--- src/rtl/lg_arb_pkg.sv ---
package lg_arb_pkg;
    typedef enum logic {
        MODE_PERF = 1'b0,
        MODE_RT   = 1'b1
    } arb_mode_e;
endpackage

--- src/rtl/lg_lat_monitor.sv ---
module lg_lat_monitor #(
    parameter int N_REQ = 4,
    parameter int LAT_W = 8,
    parameter int IDX_W = 2
) (
    input  logic             clk,
    input  logic             rst_n,
    input  logic [N_REQ-1:0] pend_crit,
    input  logic [N_REQ-1:0] granted,
    input  logic             cfg_wr,
    input  logic [IDX_W-1:0] cfg_sel,
    input  logic [LAT_W-1:0] cfg_budget,
    input  logic             cfg_margin_wr,
    input  logic [LAT_W-1:0] cfg_margin,
    output logic [N_REQ-1:0] over
);
    localparam logic [LAT_W-1:0] LAT_MAX = '1;

    typedef struct packed {
        logic [N_REQ-1:0][LAT_W-1:0] lat;
        logic [N_REQ-1:0][LAT_W-1:0] budget;
        logic [LAT_W-1:0]            margin;
    } mon_t;

    mon_t st_d, st_q;

    always_comb begin
        st_d = st_q;
        for (int i = 0; i < N_REQ; i++) begin
            if (granted[i] || !pend_crit[i])
                st_d.lat[i] = '0;
            else if (st_q.lat[i] != LAT_MAX)
                st_d.lat[i] = st_q.lat[i] + 1'b1;
        end
        if (cfg_wr)
            st_d.budget[cfg_sel] = cfg_budget;
        if (cfg_margin_wr)
            st_d.margin = cfg_margin;
    end

    always_ff @(posedge clk) begin
        if (!rst_n) begin
            st_q.lat    <= '0;
            st_q.budget <= '1;
            st_q.margin <= '0;
        end else begin
            st_q <= st_d;
        end
    end

    for (genvar g = 0; g < N_REQ; g++) begin : g_cmp
        assign over[g] = pend_crit[g] &&
            (({1'b0, st_q.lat[g]} + {1'b0, st_q.margin}) >= {1'b0, st_q.budget[g]});

        AST_LAT_SATURATE: assert property (@(posedge clk) disable iff (!rst_n)
            (pend_crit[g] && !granted[g] && st_q.lat[g] == LAT_MAX) |=> (st_q.lat[g] == LAT_MAX));
        AST_LAT_CLEAR: assert property (@(posedge clk) disable iff (!rst_n)
            granted[g] |=> (st_q.lat[g] == '0));
    end
endmodule

--- src/rtl/lg_perf_arb.sv ---
module lg_perf_arb #(
    parameter int N_REQ = 4,
    parameter int AGE_W = 6,
    parameter int IDX_W = 2
) (
    input  logic             clk,
    input  logic             rst_n,
    input  logic [N_REQ-1:0] valid,
    input  logic [N_REQ-1:0] granted,
    output logic [N_REQ-1:0] pick_oh
);
    localparam logic [AGE_W-1:0] AGE_MAX = '1;

    typedef struct packed {
        logic [N_REQ-1:0][AGE_W-1:0] age;
    } perf_t;

    perf_t            st_d, st_q;
    logic             found;
    logic [AGE_W-1:0] best;
    logic [IDX_W-1:0] sel;

    always_comb begin
        st_d = st_q;
        for (int i = 0; i < N_REQ; i++) begin
            if (!valid[i] || granted[i])
                st_d.age[i] = '0;
            else if (st_q.age[i] != AGE_MAX)
                st_d.age[i] = st_q.age[i] + 1'b1;
        end
    end

    always_comb begin
        pick_oh = '0;
        found   = 1'b0;
        best    = '0;
        sel     = '0;
        for (int i = 0; i < N_REQ; i++) begin
            if (valid[i] && (!found || st_q.age[i] > best)) begin
                found = 1'b1;
                best  = st_q.age[i];
                sel   = IDX_W'(i);
            end
        end
        if (found)
            pick_oh[sel] = 1'b1;
    end

    always_ff @(posedge clk) begin
        if (!rst_n)
            st_q <= '0;
        else
            st_q <= st_d;
    end

    AST_PERF_SERVES: assert property (@(posedge clk) disable iff (!rst_n)
        (|valid) |-> ((pick_oh & valid) != '0));
endmodule

--- src/rtl/lg_rt_arb.sv ---
module lg_rt_arb #(
    parameter int N_REQ = 4,
    parameter int IDX_W = 2
) (
    input  logic             clk,
    input  logic             rst_n,
    input  logic [N_REQ-1:0] crit_pend,
    input  logic             advance,
    input  logic [IDX_W-1:0] gnt_idx,
    output logic [N_REQ-1:0] pick_oh,
    output logic             any_crit
);
    typedef struct packed {
        logic [IDX_W-1:0] rr;
    } rt_t;

    rt_t            st_d, st_q;
    logic           found;
    logic [IDX_W:0] idx;

    always_comb begin
        st_d = st_q;
        if (advance)
            st_d.rr = (gnt_idx == IDX_W'(N_REQ - 1)) ? '0 : gnt_idx + 1'b1;
    end

    always_comb begin
        pick_oh = '0;
        found   = 1'b0;
        idx     = '0;
        for (int k = 0; k < N_REQ; k++) begin
            idx = {1'b0, st_q.rr} + (IDX_W + 1)'(k);
            if (idx >= (IDX_W + 1)'(N_REQ))
                idx = idx - (IDX_W + 1)'(N_REQ);
            if (!found && crit_pend[idx[IDX_W-1:0]]) begin
                found = 1'b1;
                pick_oh[idx[IDX_W-1:0]] = 1'b1;
            end
        end
        any_crit = found;
    end

    always_ff @(posedge clk) begin
        if (!rst_n)
            st_q <= '0;
        else
            st_q <= st_d;
    end

    AST_RT_PICK_CRIT: assert property (@(posedge clk) disable iff (!rst_n)
        (pick_oh & ~crit_pend) == '0);
endmodule

--- src/rtl/lg_mem_arbiter.sv ---
module lg_mem_arbiter
    import lg_arb_pkg::*;
#(
    parameter int N_REQ = 4,
    parameter int LAT_W = 8,
    parameter int AGE_W = 6
) (
    input  logic                       clk,
    input  logic                       rst_n,
    input  logic [N_REQ-1:0]           req_valid,
    input  logic [N_REQ-1:0]           req_crit,
    output logic [N_REQ-1:0]           req_ready,
    output logic                       mem_valid,
    output logic [$clog2(N_REQ)-1:0]   mem_id,
    output logic                       mem_crit,
    input  logic                       mem_done,
    input  logic                       cfg_wr,
    input  logic [$clog2(N_REQ)-1:0]   cfg_sel,
    input  logic [LAT_W-1:0]           cfg_budget,
    input  logic                       cfg_margin_wr,
    input  logic [LAT_W-1:0]           cfg_margin,
    output logic                       mode_rt,
    output logic [N_REQ-1:0]           trig_flags
);
    localparam int IDX_W = $clog2(N_REQ);

    typedef struct packed {
        logic             busy;
        arb_mode_e        mode;
        logic [N_REQ-1:0] flags;
    } ctl_t;

    ctl_t             ctl_d, ctl_q;
    logic [N_REQ-1:0] pend_crit;
    logic [N_REQ-1:0] over;
    logic [N_REQ-1:0] perf_pick;
    logic [N_REQ-1:0] rt_pick;
    logic             rt_any;
    logic [N_REQ-1:0] pick;
    logic [N_REQ-1:0] gnt;
    logic [IDX_W-1:0] gnt_idx;

    assign pend_crit = req_valid & req_crit;

    lg_lat_monitor #(.N_REQ(N_REQ), .LAT_W(LAT_W), .IDX_W(IDX_W)) u_mon (
        .clk           (clk),
        .rst_n         (rst_n),
        .pend_crit     (pend_crit),
        .granted       (gnt),
        .cfg_wr        (cfg_wr),
        .cfg_sel       (cfg_sel),
        .cfg_budget    (cfg_budget),
        .cfg_margin_wr (cfg_margin_wr),
        .cfg_margin    (cfg_margin),
        .over          (over)
    );

    lg_perf_arb #(.N_REQ(N_REQ), .AGE_W(AGE_W), .IDX_W(IDX_W)) u_perf (
        .clk     (clk),
        .rst_n   (rst_n),
        .valid   (req_valid),
        .granted (gnt),
        .pick_oh (perf_pick)
    );

    lg_rt_arb #(.N_REQ(N_REQ), .IDX_W(IDX_W)) u_rt (
        .clk       (clk),
        .rst_n     (rst_n),
        .crit_pend (pend_crit),
        .advance   (|gnt),
        .gnt_idx   (gnt_idx),
        .pick_oh   (rt_pick),
        .any_crit  (rt_any)
    );

    always_comb begin
        ctl_d = ctl_q;
        pick  = ((ctl_q.mode == MODE_RT) && rt_any) ? rt_pick : perf_pick;
        gnt   = ctl_q.busy ? '0 : pick;
        gnt_idx = '0;
        for (int i = 0; i < N_REQ; i++) begin
            if (gnt[i])
                gnt_idx = IDX_W'(i);
        end
        if (ctl_q.busy) begin
            ctl_d.busy = !mem_done;
        end else begin
            ctl_d.busy = |gnt;
            ctl_d.mode = (|over) ? MODE_RT : MODE_PERF;
            if ((ctl_q.mode == MODE_PERF) && (|over))
                ctl_d.flags = ctl_q.flags | over;
        end
    end

    always_ff @(posedge clk) begin
        if (!rst_n)
            ctl_q <= '{busy: 1'b0, mode: MODE_PERF, flags: '0};
        else
            ctl_q <= ctl_d;
    end

    assign req_ready  = gnt;
    assign mem_valid  = |gnt;
    assign mem_id     = gnt_idx;
    assign mem_crit   = |(gnt & req_crit);
    assign mode_rt    = (ctl_q.mode == MODE_RT);
    assign trig_flags = ctl_q.flags;

    AST_ONE_GRANT: assert property (@(posedge clk) disable iff (!rst_n)
        $onehot0(req_ready));
    AST_GRANT_VALID: assert property (@(posedge clk) disable iff (!rst_n)
        (req_ready & ~req_valid) == '0);
    AST_NO_BACK_TO_BACK: assert property (@(posedge clk) disable iff (!rst_n)
        mem_valid |=> !mem_valid);
    AST_MODE_HOLD: assert property (@(posedge clk) disable iff (!rst_n)
        ctl_q.busy |=> (ctl_q.mode == $past(ctl_q.mode)));
    AST_RT_CRIT_FIRST: assert property (@(posedge clk) disable iff (!rst_n)
        (mode_rt && (|pend_crit) && mem_valid) |-> mem_crit);
    AST_FLAG_STICKY: assert property (@(posedge clk) disable iff (!rst_n)
        (|trig_flags) |=> ((trig_flags & $past(trig_flags)) == $past(trig_flags)));
    AST_ENTRY_FLAGGED: assert property (@(posedge clk) disable iff (!rst_n)
        $rose(mode_rt) |-> (|trig_flags));
endmodule

--- config.mk ---
export PLATFORM = sky130hd
export DESIGN_NAME = lg_mem_arbiter
export DESIGN_NICKNAME = d
export VERILOG_FILES = /design/src/rtl/lg_arb_pkg.sv /design/src/rtl/lg_lat_monitor.sv /design/src/rtl/lg_perf_arb.sv /design/src/rtl/lg_rt_arb.sv /design/src/rtl/lg_mem_arbiter.sv
export SDC_FILE = /design/constraint.sdc
export NUM_CORES = 1
export LEC_CHECK = 0
export BUFFER_PORTS_ARGS = -buffer_cell sky130_fd_sc_hd__buf_2
export CAP_MARGIN = 20
export CORE_UTILIZATION = 55
export DETAILED_ROUTE_END_ITERATION = 8
export PLACE_DENSITY = 0.76
export SYNTH_ARGS = -nofsm -noshare
export SYNTH_HDL_FRONTEND = slang
export SYNTH_SLANG_ARGS = --single-unit
export TNS_END_PERCENT = 50
--- constraint.sdc ---
create_clock -name clk -period 16.7 [get_ports clk]
set_clock_uncertainty 0.15 [all_clocks]
set_input_delay 1.67 -clock clk [delete_from_list [all_inputs] [get_ports clk]]
set_output_delay 1.67 -clock clk [all_outputs]
set_load 0.02 [all_outputs]
==> flow_metrics.tcl, run 1 <==
set metrics [dict create \
    critPathMaxFanout 15 \
    synth_top_area_share_pct 29.0 \
    post-place-ws_ns 7.63 \
    r2r_slack_ns 10.74 \
    min_path_cells 1 \
    dp_hpwl_um 12600 \
    p_comb_share_pct 27.8 \
    setup_viol 0 \
    hp-start "trig_flags[0]$_SDFFE_PN0P_" \
    synth_cell_types 62 \
    drc 0 \
    nNetsFinal 1033 \
    initial_core_util_pct 56.7 \
    hold_end "trig_flags[0]$_SDFFE_PN0P_" \
    timing.rr.start "u_perf.st_q[5]$_SDFFE_PP0P_" \
    rows 41 \
    cellPowerDensity_mw_per_mm2 85.1 \
    cts_root_buf "clkbuf_16" \
    synth_top_cell_by_area "dfxtp_1" \
    max-slew-margin-rel_pct 30.1 \
    hold_path.class "reg2reg" \
    ys_ff_latch 104 \
    top_usage_layer "met2" \
    synth-edff-count 0 \
    final_cell_mix "dfxtp_1, ha_1, nand2_1" \
    areaGrowthSynthToFinish_pct 8.27 \
    hold_viol_final 0 \
    grt_antenna_before_repair 0 \
    ant_nets 0 \
    seq_area_mm2 0.00208 \
    die_w_um 116 \
    maxSlewViolCount 0 \
    cts_max_path_buffers 2 \
    syn_area_mm2 0.00718 \
    drive_gt1_share_pct 8.84 \
    final_common_cell "dfxtp_1" \
    async_flop_share_pct 0 \
    die_h_um 116 \
    gr-total-overflow 0 \
    timing.final.crit_share_pct 54.7 \
    grt.met2_usage_pct 40.2 \
    stdcell_area_mm2 0.00778 \
    use_met1_pct 35.1 \
    post-cts-setup-buffers 0 \
    grt_max_degree 54 \
    power.clock.fraction_pct 29.7 \
    htreeDepth 3 \
    p_int_uw 435 \
    switchingPower_uw 226 \
    synth_fp_nets 1001 \
    fillers 1125 \
    max_freq_mhz 109 \
    clock_latency_ns 0.36 \
    routed_via_density 5.81 \
    num_io_pins 44 \
    dieArea_mm2 0.0135 \
    ys_seq_area_share_pct 29.0 \
    start_kind "input port" \
    cts_buffers 9 \
    first_global_vias 5577 \
    insertedDiodeCount 0 \
    swShare_pct 34.2 \
    worst_slack_ns 7.56 \
    peakVddDrop_v 0.0000606 \
    first_pass_iters 5 \
    synthTopCellsByArea "dfxtp_1, ha_1, nand2_1" \
    core_mm2 0.0127 \
    fin_crit_ns 9.14 \
    crit_type "in2out" \
    seqPwrFrac_pct 42.6 \
    p_leak_uw 0.00353 \
    end_kind "primary output" \
    ctsResizeCount 0 \
    multi_input_area_mm2 0.00477 \
    post_dp_cell_area_mm2 0.00751 \
    synthCells 868 \
    grtUsageTotal_pct 25.6 \
    cts_tree "yes" \
    fin_setup_tns_ns 0 \
    met3_usage_pct 4.83 \
    vias 6260 \
    place_congestion 0.889 \
    numPortBuffers 43 \
    status "finished, final reports clean" \
    rsz0062_at_grt "false" \
    clkTransAtPathRegs_ns 0.07 \
    yosysWarnings 0 \
    timing.max_cap.violations 0 \
    worstMarginPinSlew_ns 1.05 \
    cts_hold_buf 0 \
    routed_wl_um 16400 \
    worstPathRequired_ns 14.88 \
    routedWlPerCell_um 15.2 \
    synthFlopType "dfxtp_1" \
    cp.arrival_ns 7.32 \
    grt_pass1_wl_um 26800 \
    cts.sinks 104 \
    ff2ff_path_depth 19 \
    r2r_end "u_rt.st_q[0]$_SDFFE_PN0P_" \
    drtIter0Drc 379 \
    synth_area_per_cell_um2 8.28 \
]
==> power groups by stage <==
stage | clock network [µW] | logic (µW) | registers, µW
floorplan | 0 | 139 | 277
global placement | 0 | 179 | 286
detailed placement | 0 | 181 | 287
CTS | 202 | 182 | 281
global route | 211 | 204 | 283
finish | 196 | 184 | 282
==> worst max-delay path: stages <==
cell      delay [ns]
buf_2           0.24
nand2_1         0.11
ha_1            0.32
nand4_1         0.12
o21bai_1        0.17
a41oi_1         0.78
a21oi_1         0.23
ha_1            0.35
nand4_1         0.14
o21bai_1        0.21
a41oi_2         0.41
mux2_2          0.39
ha_1            0.28
a21o_1          0.16
a21o_1          0.17
o221ai_1        0.31
a21boi_0        0.23
a311oi_4        0.46
and3b_1         0.26
nand3_1         0.11
buf_2           0.19
==> cells in the mapped netlist (4+ instances only) <==
cell type and instances:
dfxtp_1 104, o21a_1 10, clkbuf_1 16, o211ai_1 34, a21o_1 9, mux2_2 6
inv_1 58, nand4_1 14, buf_4 4, ha_1 98, nor3b_1 7, nand2b_1 6
xnor2_1 24, xor2_1 19, nand2_1 86, o21ai_0 38, and2_1 7, nor2_1 82
nor4_1 6, nand3_1 54, a31oi_1 11, o21bai_1 7, a211oi_1 13, fa_1 4
mux2i_1 17, nor2b_1 12, nor3_1 21, and3_1 8, a21oi_1 45
==> per-layer routing <==
layer  routed length, µm  part of all wire [%]
met1                8030                    49
met2                7310                    45
met3                 708                   4.3
met4                 303                   1.9
met5                   0                     0
==> worst max path at each step <==
stage,cells past startpoint,end,slack (ns),start
5_1_grt,21,mem_valid,7.14,req_valid[0]
3_5_place_dp,21,mem_valid,7.63,req_valid[0]
2_1_floorplan,21,mem_id[0],8.46,req_valid[0]
4_1_cts,21,mem_valid,7.62,req_valid[0]
3_3_place_gp,21,mem_valid,7.74,req_valid[0]
6_report,21,mem_valid,7.56,req_valid[0]
==> registers in the layout (all words and copies together), names as in the netlist <==
signal       flops
u_perf.st_q     24
u_mon.st_q      72
u_rt.st_q        2
mode_rt          1
ctl_q            1
trig_flags       4
==> layout make-up <==
class | count | share of cell area, %
repair buffers | 44 | 2.86
inverters | 59 | 2.85
flip-flops and latches | 104 | 26.8
multi-input cells | 682 | 61.3
well taps | 172 | 2.77
clock buffers | 13 | 3.09
clock inverters | 3 | 0.338
==> cells by family (layout without fill, tap and decap cells) <==
kind of cell             after synthesis  count (layout)  synth area share (%)
multiplexers                          24              24                  3.62
flip-flops                           104             104                  29.0
XOR/XNOR                              43              43                  5.24
AND/OR/NAND/NOR                      321             321                  21.4
AO/OA/AOI/OAI                        192             192                  18.0
buffers and inverters                 82             119                  4.62
adder cells (fa/ha/maj)              102             102                  18.2
==> per-stage QoR <==
stage	util, %	hold slack (ns)	cells	power (µW)
3_3_place_gp	59.3	0.297	1061	465
3_5_place_dp	59.3	0.298	1061	467
2_1_floorplan	-	0.292	868	416
4_1_cts	61.4	0.314	1077	665
6_report	61.4	0.313	1077	662
5_1_grt	61.4	0.341	1077	698
Note: power is estimated with default switching activity, not from simulation.
==> run 2: changes to the inputs <==
--- a/config.mk
+++ b/config.mk
@@ -5,6 +5,7 @@
 export SDC_FILE = /design/constraint.sdc
 export NUM_CORES = 1
 export LEC_CHECK = 0
+export ABC_AREA = 1
 export BUFFER_PORTS_ARGS = -buffer_cell sky130_fd_sc_hd__buf_2
 export CAP_MARGIN = 20
 export CORE_UTILIZATION = 55
==> constraint.sdc (replaced) <==
create_clock -name clk -period 9 [get_ports clk]
set_clock_uncertainty 0.15 [all_clocks]
set_input_delay 0.9 -clock clk [delete_from_list [all_inputs] [get_ports clk]]
set_output_delay 0.9 -clock clk [all_outputs]
set_load 0.02 [all_outputs]
==> flow_metrics.tcl, run 2 <==
set metrics [dict create \
    cp.buffers_inverters 3 \
    nNetsFinal 1207 \
    synth_top_family_by_area "simple AND/OR/NAND/NOR gates" \
    placed_cells 1239 \
    maxSlewViolCount 0 \
    path_delay_family "simple AND/OR/NAND/NOR gates" \
    gr-total-overflow 0 \
    use_met1_pct 34.9 \
    setup_viol 0 \
    layoutNonFillerInstCount 1255 \
    start_kind "input port" \
    ant_nets 0 \
    grt.met2_usage_pct 39.7 \
    cts.sinks 104 \
    first_pass_iters 5 \
    syn_area_mm2 0.00747 \
    rsz0062_at_grt "false" \
    worst_path_most_repeated_cell "nand2_1" \
    grt_antenna_before_repair 0 \
    r2r_slack_ns 4.18 \
    max_freq_mhz 155 \
    vias 6609 \
    cts_buffers 9 \
    insertedDiodeCount 0 \
    yosysWarnings 0 \
    synth-edff-count 0 \
    cts_hold_buf 0 \
    drtIter0Drc 380 \
    timing.rr.start "u_perf.st_q[5]$_SDFFE_PP0P_" \
    place_congestion 0.866 \
    routed_wl_um 16800 \
    max-slew-margin-rel_pct 33.3 \
    htreeDepth 3 \
    synthAdderAreaFrac_pct 17.5 \
    hp-start "trig_flags[2]$_SDFFE_PN0P_" \
    critPathMaxFanout 14 \
    synth_top_area_share_pct 27.9 \
    drive_gt1_share_pct 9.73 \
    core_mm2 0.0132 \
    ys_ff_latch 104 \
    fin_crit_ns 6.44 \
    clkTransAtPathRegs_ns 0.07 \
    status "finished, final reports clean" \
    multi_input_area_mm2 0.00473 \
    cp_slowest_cell "ha_1" \
    synthFlopType "dfxtp_1" \
    end_kind "primary output" \
    dp_hpwl_um 13100 \
    hold_path.class "reg2reg" \
    areaGrowthSynthToFinish_pct 9.46 \
    final_common_cell "nand2_1" \
    hold_viol_final 0 \
    peakVddDrop_v 0.000116 \
    synthTopCellsByArea "dfxtp_1, ha_1, nand2_1" \
    grtUsageTotal_pct 25.2 \
    routed_via_density 5.27 \
    p_leak_uw 0.00426 \
    synthTopCellsByCount "nand2_1, inv_1, dfxtp_1" \
    synth_top_cell_by_area "dfxtp_1" \
    timing.final.crit_share_pct 71.6 \
    synth_xor_area_share_pct 5.75 \
    post-cts-setup-buffers 0 \
    synth_simple_gate_area_share_pct 26.9 \
    rows 42 \
    drc 0 \
    synth_cell_types 39 \
    clock_latency_ns 0.36 \
    crit_type "in2out" \
    largest_register "u_mon.st_q" \
    synth-compound-area-share_pct 13.0 \
    cp.arrival_ns 5.39 \
    die_w_um 119 \
    grt_pass1_wl_um 28300 \
    largest_reg_flops 72 \
    routedWlPerCell_um 13.4 \
    yosys-mux-area-fraction_pct 0.134 \
    worstPathRequired_ns 7.95 \
    grt_max_degree 44 \
    num_io_pins 44 \
    seq_area_mm2 0.00208 \
    synth_area_per_cell_um2 7.23 \
    fin_setup_tns_ns 0 \
    synth_fp_nets 1166 \
    ys_seq_area_share_pct 27.9 \
    yosysMostFrequentCell "nand2_1" \
    dieArea_mm2 0.0141 \
    cts_tree "yes" \
    timing.max_cap.violations 0 \
    worstMarginPinSlew_ns 1.00 \
    synthCells 1033 \
    cts_root_buf "clkbuf_16" \
    first_global_vias 5951 \
    async_flop_share_pct 0 \
    critPathLaunch "req_valid[0]" \
    top_usage_layer "met2" \
    ctsResizeCount 0 \
    die_h_um 119 \
    final_cell_mix "nand2_1, inv_1, dfxtp_1" \
    cts_max_path_buffers 2 \
    numPortBuffers 43 \
    cellPowerDensity_mw_per_mm2 149 \
    cpPeakStageDelay_ns 0.32 \
    fillers 1224 \
    initial_core_util_pct 56.4 \
    met3_usage_pct 3.72 \
]
[run 2: worst min-delay path: cells and delay by family, from the launching register on]
kind                   cells  cell delay (ns)
AOI/OAI and AO/OA          1             0.05
buffers and inverters      1             0.04
DFF                        1             0.31
[run 2: power breakdown]
| group | switching (µW) | internal [µW] | total (µW) |
|---|---|---|---|
| logic | 193 | 102 | 295 |
| registers | 25.8 | 478 | 503 |
| clock network | 200 | 224 | 424 |
[run 2: metrics by stage]
step,utilization (%),hold slack [ns],area (µm²),setup WS (ns),power (µW)
6_report,61.7,0.297,8180,2.56,1220
5_1_grt,61.7,0.325,8180,2.04,1290
4_1_cts,61.7,0.301,8180,2.62,1230
3_5_place_dp,59.3,0.289,7860,2.63,806
3_3_place_gp,59.3,0.287,7860,2.74,800
2_1_floorplan,-,0.280,7470,2.81,726
[run 2: final cells by class]
| class | instances | share of cell area (%) |
|---|---|---|
| clock inverters | 7 | 1.16 |
| inverters | 153 | 7.05 |
| clock buffers | 9 | 2.75 |
| flip-flops and latches | 104 | 25.5 |
| multi-input cells | 759 | 57.9 |
| repair buffers | 47 | 3.00 |
| well taps | 176 | 2.69 |
[run 2: cells by family (layout without fill, tap and decap cells)]
| kind of cell | count (synthesis) | in the layout |
|---|---|---|
| xor+xnor | 49 | 49 |
| compound gates | 165 | 165 |
| simple gates | 442 | 442 |
| fa+ha+maj | 102 | 102 |
| mux | 1 | 1 |
| flops | 104 | 104 |
| buf+inv | 170 | 216 |
[run 2: path summary, 6_finish.rpt]
check / to / depth (start not counted)
max: mem_crit / 33
min: trig_flags[2]$_SDFFE_PN0P_ / 2
max reg2reg: u_mon.st_q[48]$_SDFFE_PP0P_ / 31
min reg2reg: trig_flags[2]$_SDFFE_PN0P_ / 2
[run 2: layer usage]
| metal | wire length, µm | share of wire, % | up-vias |
|---|---|---|---|
| li1 | - | - | 3495 |
| met2 | 7350 | 44 | 126 |
| met5 | 0 | 0 | - |
| met1 | 8430 | 50 | 2971 |
| met3 | 738 | 4.4 | 17 |
| met4 | 308 | 1.8 | 0 |
==> run 3: changes to the inputs <==
==> constraint.sdc (replaced) <==
create_clock -name clk -period 6 [get_ports clk]
set_clock_uncertainty 0.15 [all_clocks]
set_input_delay 0.6 -clock clk [delete_from_list [all_inputs] [get_ports clk]]
set_output_delay 0.6 -clock clk [all_outputs]
set_load 0.02 [all_outputs]
==> flow_metrics.tcl, run 3 (synthesized netlist as in run 2, its figures left out) <==
set metrics [dict create \
    status "finished, final reports clean" \
    swShare_pct 33.7 \
    drive_gt1_share_pct 9.73 \
    cts.sinks 104 \
    initial_core_util_pct 56.4 \
    cp_slowest_cell "ha_1" \
    ant_nets 0 \
    max-slew-margin-rel_pct 33.8 \
    r2r_slack_ns 1.43 \
    dieArea_mm2 0.0141 \
    grt_pass1_wl_um 28200 \
    timing.max_cap.violations 0 \
    timing.final.crit_share_pct 92.3 \
    areaGrowthSynthToFinish_pct 9.25 \
    grt_antenna_before_repair 0 \
    vias 6576 \
    critPathMaxFanout 14 \
    gr-total-overflow 0 \
    switchingPower_uw 609 \
    first_global_vias 5852 \
    fillers 1248 \
    drc 0 \
    final_cell_mix "nand2_1, inv_1, dfxtp_1" \
    power.clock.fraction_pct 33.8 \
    timing.rr.start "u_perf.st_q[5]$_SDFFE_PP0P_" \
    maxSlewViolCount 0 \
    clkTransAtPathRegs_ns 0.07 \
    place_congestion 0.865 \
    insertedDiodeCount 0 \
    crit_type "in2out" \
    routed_via_density 5.24 \
    numPortBuffers 43 \
    first_pass_iters 5 \
    drtIter0Drc 361 \
    fin_setup_tns_ns 0 \
    setup_viol 0 \
    fin_crit_ns 5.54 \
    die_h_um 119 \
    seqPwrFrac_pct 41.8 \
    cts_buffers 9 \
    p_comb_share_pct 24.4 \
    critPathLaunch "req_valid[0]" \
    routed_wl_um 17100 \
    worstMarginPinSlew_ns 0.994 \
    seq_area_mm2 0.00208 \
    num_io_pins 44 \
    p_total_uw 1810 \
    largest_register "u_mon.st_q" \
    cts_max_path_buffers 2 \
    routedWlPerCell_um 13.7 \
    p_leak_uw 0.00425 \
    max_freq_mhz 180 \
    final_common_cell "nand2_1" \
    start_kind "input port" \
    end_kind "primary output" \
    grt_max_degree 44 \
    clock_latency_ns 0.36 \
    htreeDepth 3 \
    post_dp_cell_area_mm2 0.00786 \
    stdcell_area_mm2 0.00816 \
    grtUsageTotal_pct 25.2 \
    core_mm2 0.0132 \
    nNetsFinal 1207 \
    die_w_um 119 \
    rsz0062_at_grt "false" \
    largest_reg_flops 72 \
    cpPeakStageDelay_ns 0.32 \
    worst_path_most_repeated_cell "nand2_1" \
    crit_path_end "mem_crit" \
    hold_path.class "reg2reg" \
    cp.arrival_ns 4.79 \
    worstPathRequired_ns 5.25 \
    rows 42 \
    ff2ff_path_depth 30 \
    cellPowerDensity_mw_per_mm2 222 \
    r2r_end "u_mon.st_q[54]$_SDFFE_PP0P_" \
    cts_root_buf "clkbuf_16" \
    hold_viol_final 0 \
    peakVddDrop_v 0.000169 \
    p_int_uw 1200 \
    post-cts-setup-buffers 0 \
    cts_tree "yes" \
    multi_input_area_mm2 0.00474 \
    dp_hpwl_um 13100 \
]
[run 3: changes by cell type in the layout (fill, tap and decap cells not counted), sizes merged]
| cell | before | now |
|---|---|---|
| clkinvlp | 2 | 0 |
| clkbuf | 9 | 12 |
| inv | 156 | 155 |
| clkinv | 1 | 2 |
| buf | 47 | 46 |
[run 3: metrics by stage]
step                std cells  hold WS, ns  util (%)  setup slack (ns)
floorplan                1033        0.280         -             0.410
global placement         1239        0.287      59.3             0.341
detailed placement       1239        0.290      59.3             0.191
CTS                      1255        0.301      61.6             0.134
global route             1255        0.315      61.6            0.0323
finish                   1255        0.299      61.6             0.460
[run 3: timing repair]
action	CTS	global route
endpoints found under the hold margin	0	0
gates resized for setup	0	5
hold buffers	0	0
endpoints found under the setup margin	0	8
[run 3: critical path: cells and delay by family]
kind                       cells  cell delay [ns]
buffers and inverters          3             0.49
AOI/OAI and AO/OA              5             0.96
adders and majority gates      3             0.90
and+or+nand+nor               21             1.84
[run 3: worst min-delay path by stage]
stage                                    start                    endpoint  depth (start not counted)
floorplan           trig_flags[0]$_SDFFE_PN0P_  trig_flags[0]$_SDFFE_PN0P_                          2
global placement    trig_flags[3]$_SDFFE_PN0P_  trig_flags[3]$_SDFFE_PN0P_                          2
detailed placement  trig_flags[1]$_SDFFE_PN0P_  trig_flags[1]$_SDFFE_PN0P_                          2
CTS                 trig_flags[1]$_SDFFE_PN0P_  trig_flags[1]$_SDFFE_PN0P_                          2
global route                     cfg_margin[6]  u_mon.st_q[6]$_SDFFE_PN0P_                          3
finish              trig_flags[1]$_SDFFE_PN0P_  trig_flags[1]$_SDFFE_PN0P_                          2
[run 3: power groups by stage]
stage,registers [µW],logic [µW],clock network [µW]
after floorplan,756,333,0
after global placement,771,429,0
after detailed placement,771,437,0
after CTS,756,440,619
after global routing,760,499,644
final,757,441,610
[run 3: layer usage]
layer / part of all wire (%) / global-route usage [%] / wire length, µm
met1: 49 / 34.9 / 8400
met2: 43 / 38.9 / 7450
met3: 4.6 / 3.72 / 795
met4: 2.9 / 10.8 / 489
met5: 0 / 0 / 0
[run 3: final cells by class]
cell class / instances / area share [%]
multi-input combinational: 759 / 58.0
sequential: 104 / 25.5
inverter: 153 / 7.07
timing repair buffer: 47 / 3.04
clock buffer: 11 / 2.85
tap: 176 / 2.70
clock inverter: 5 / 0.782
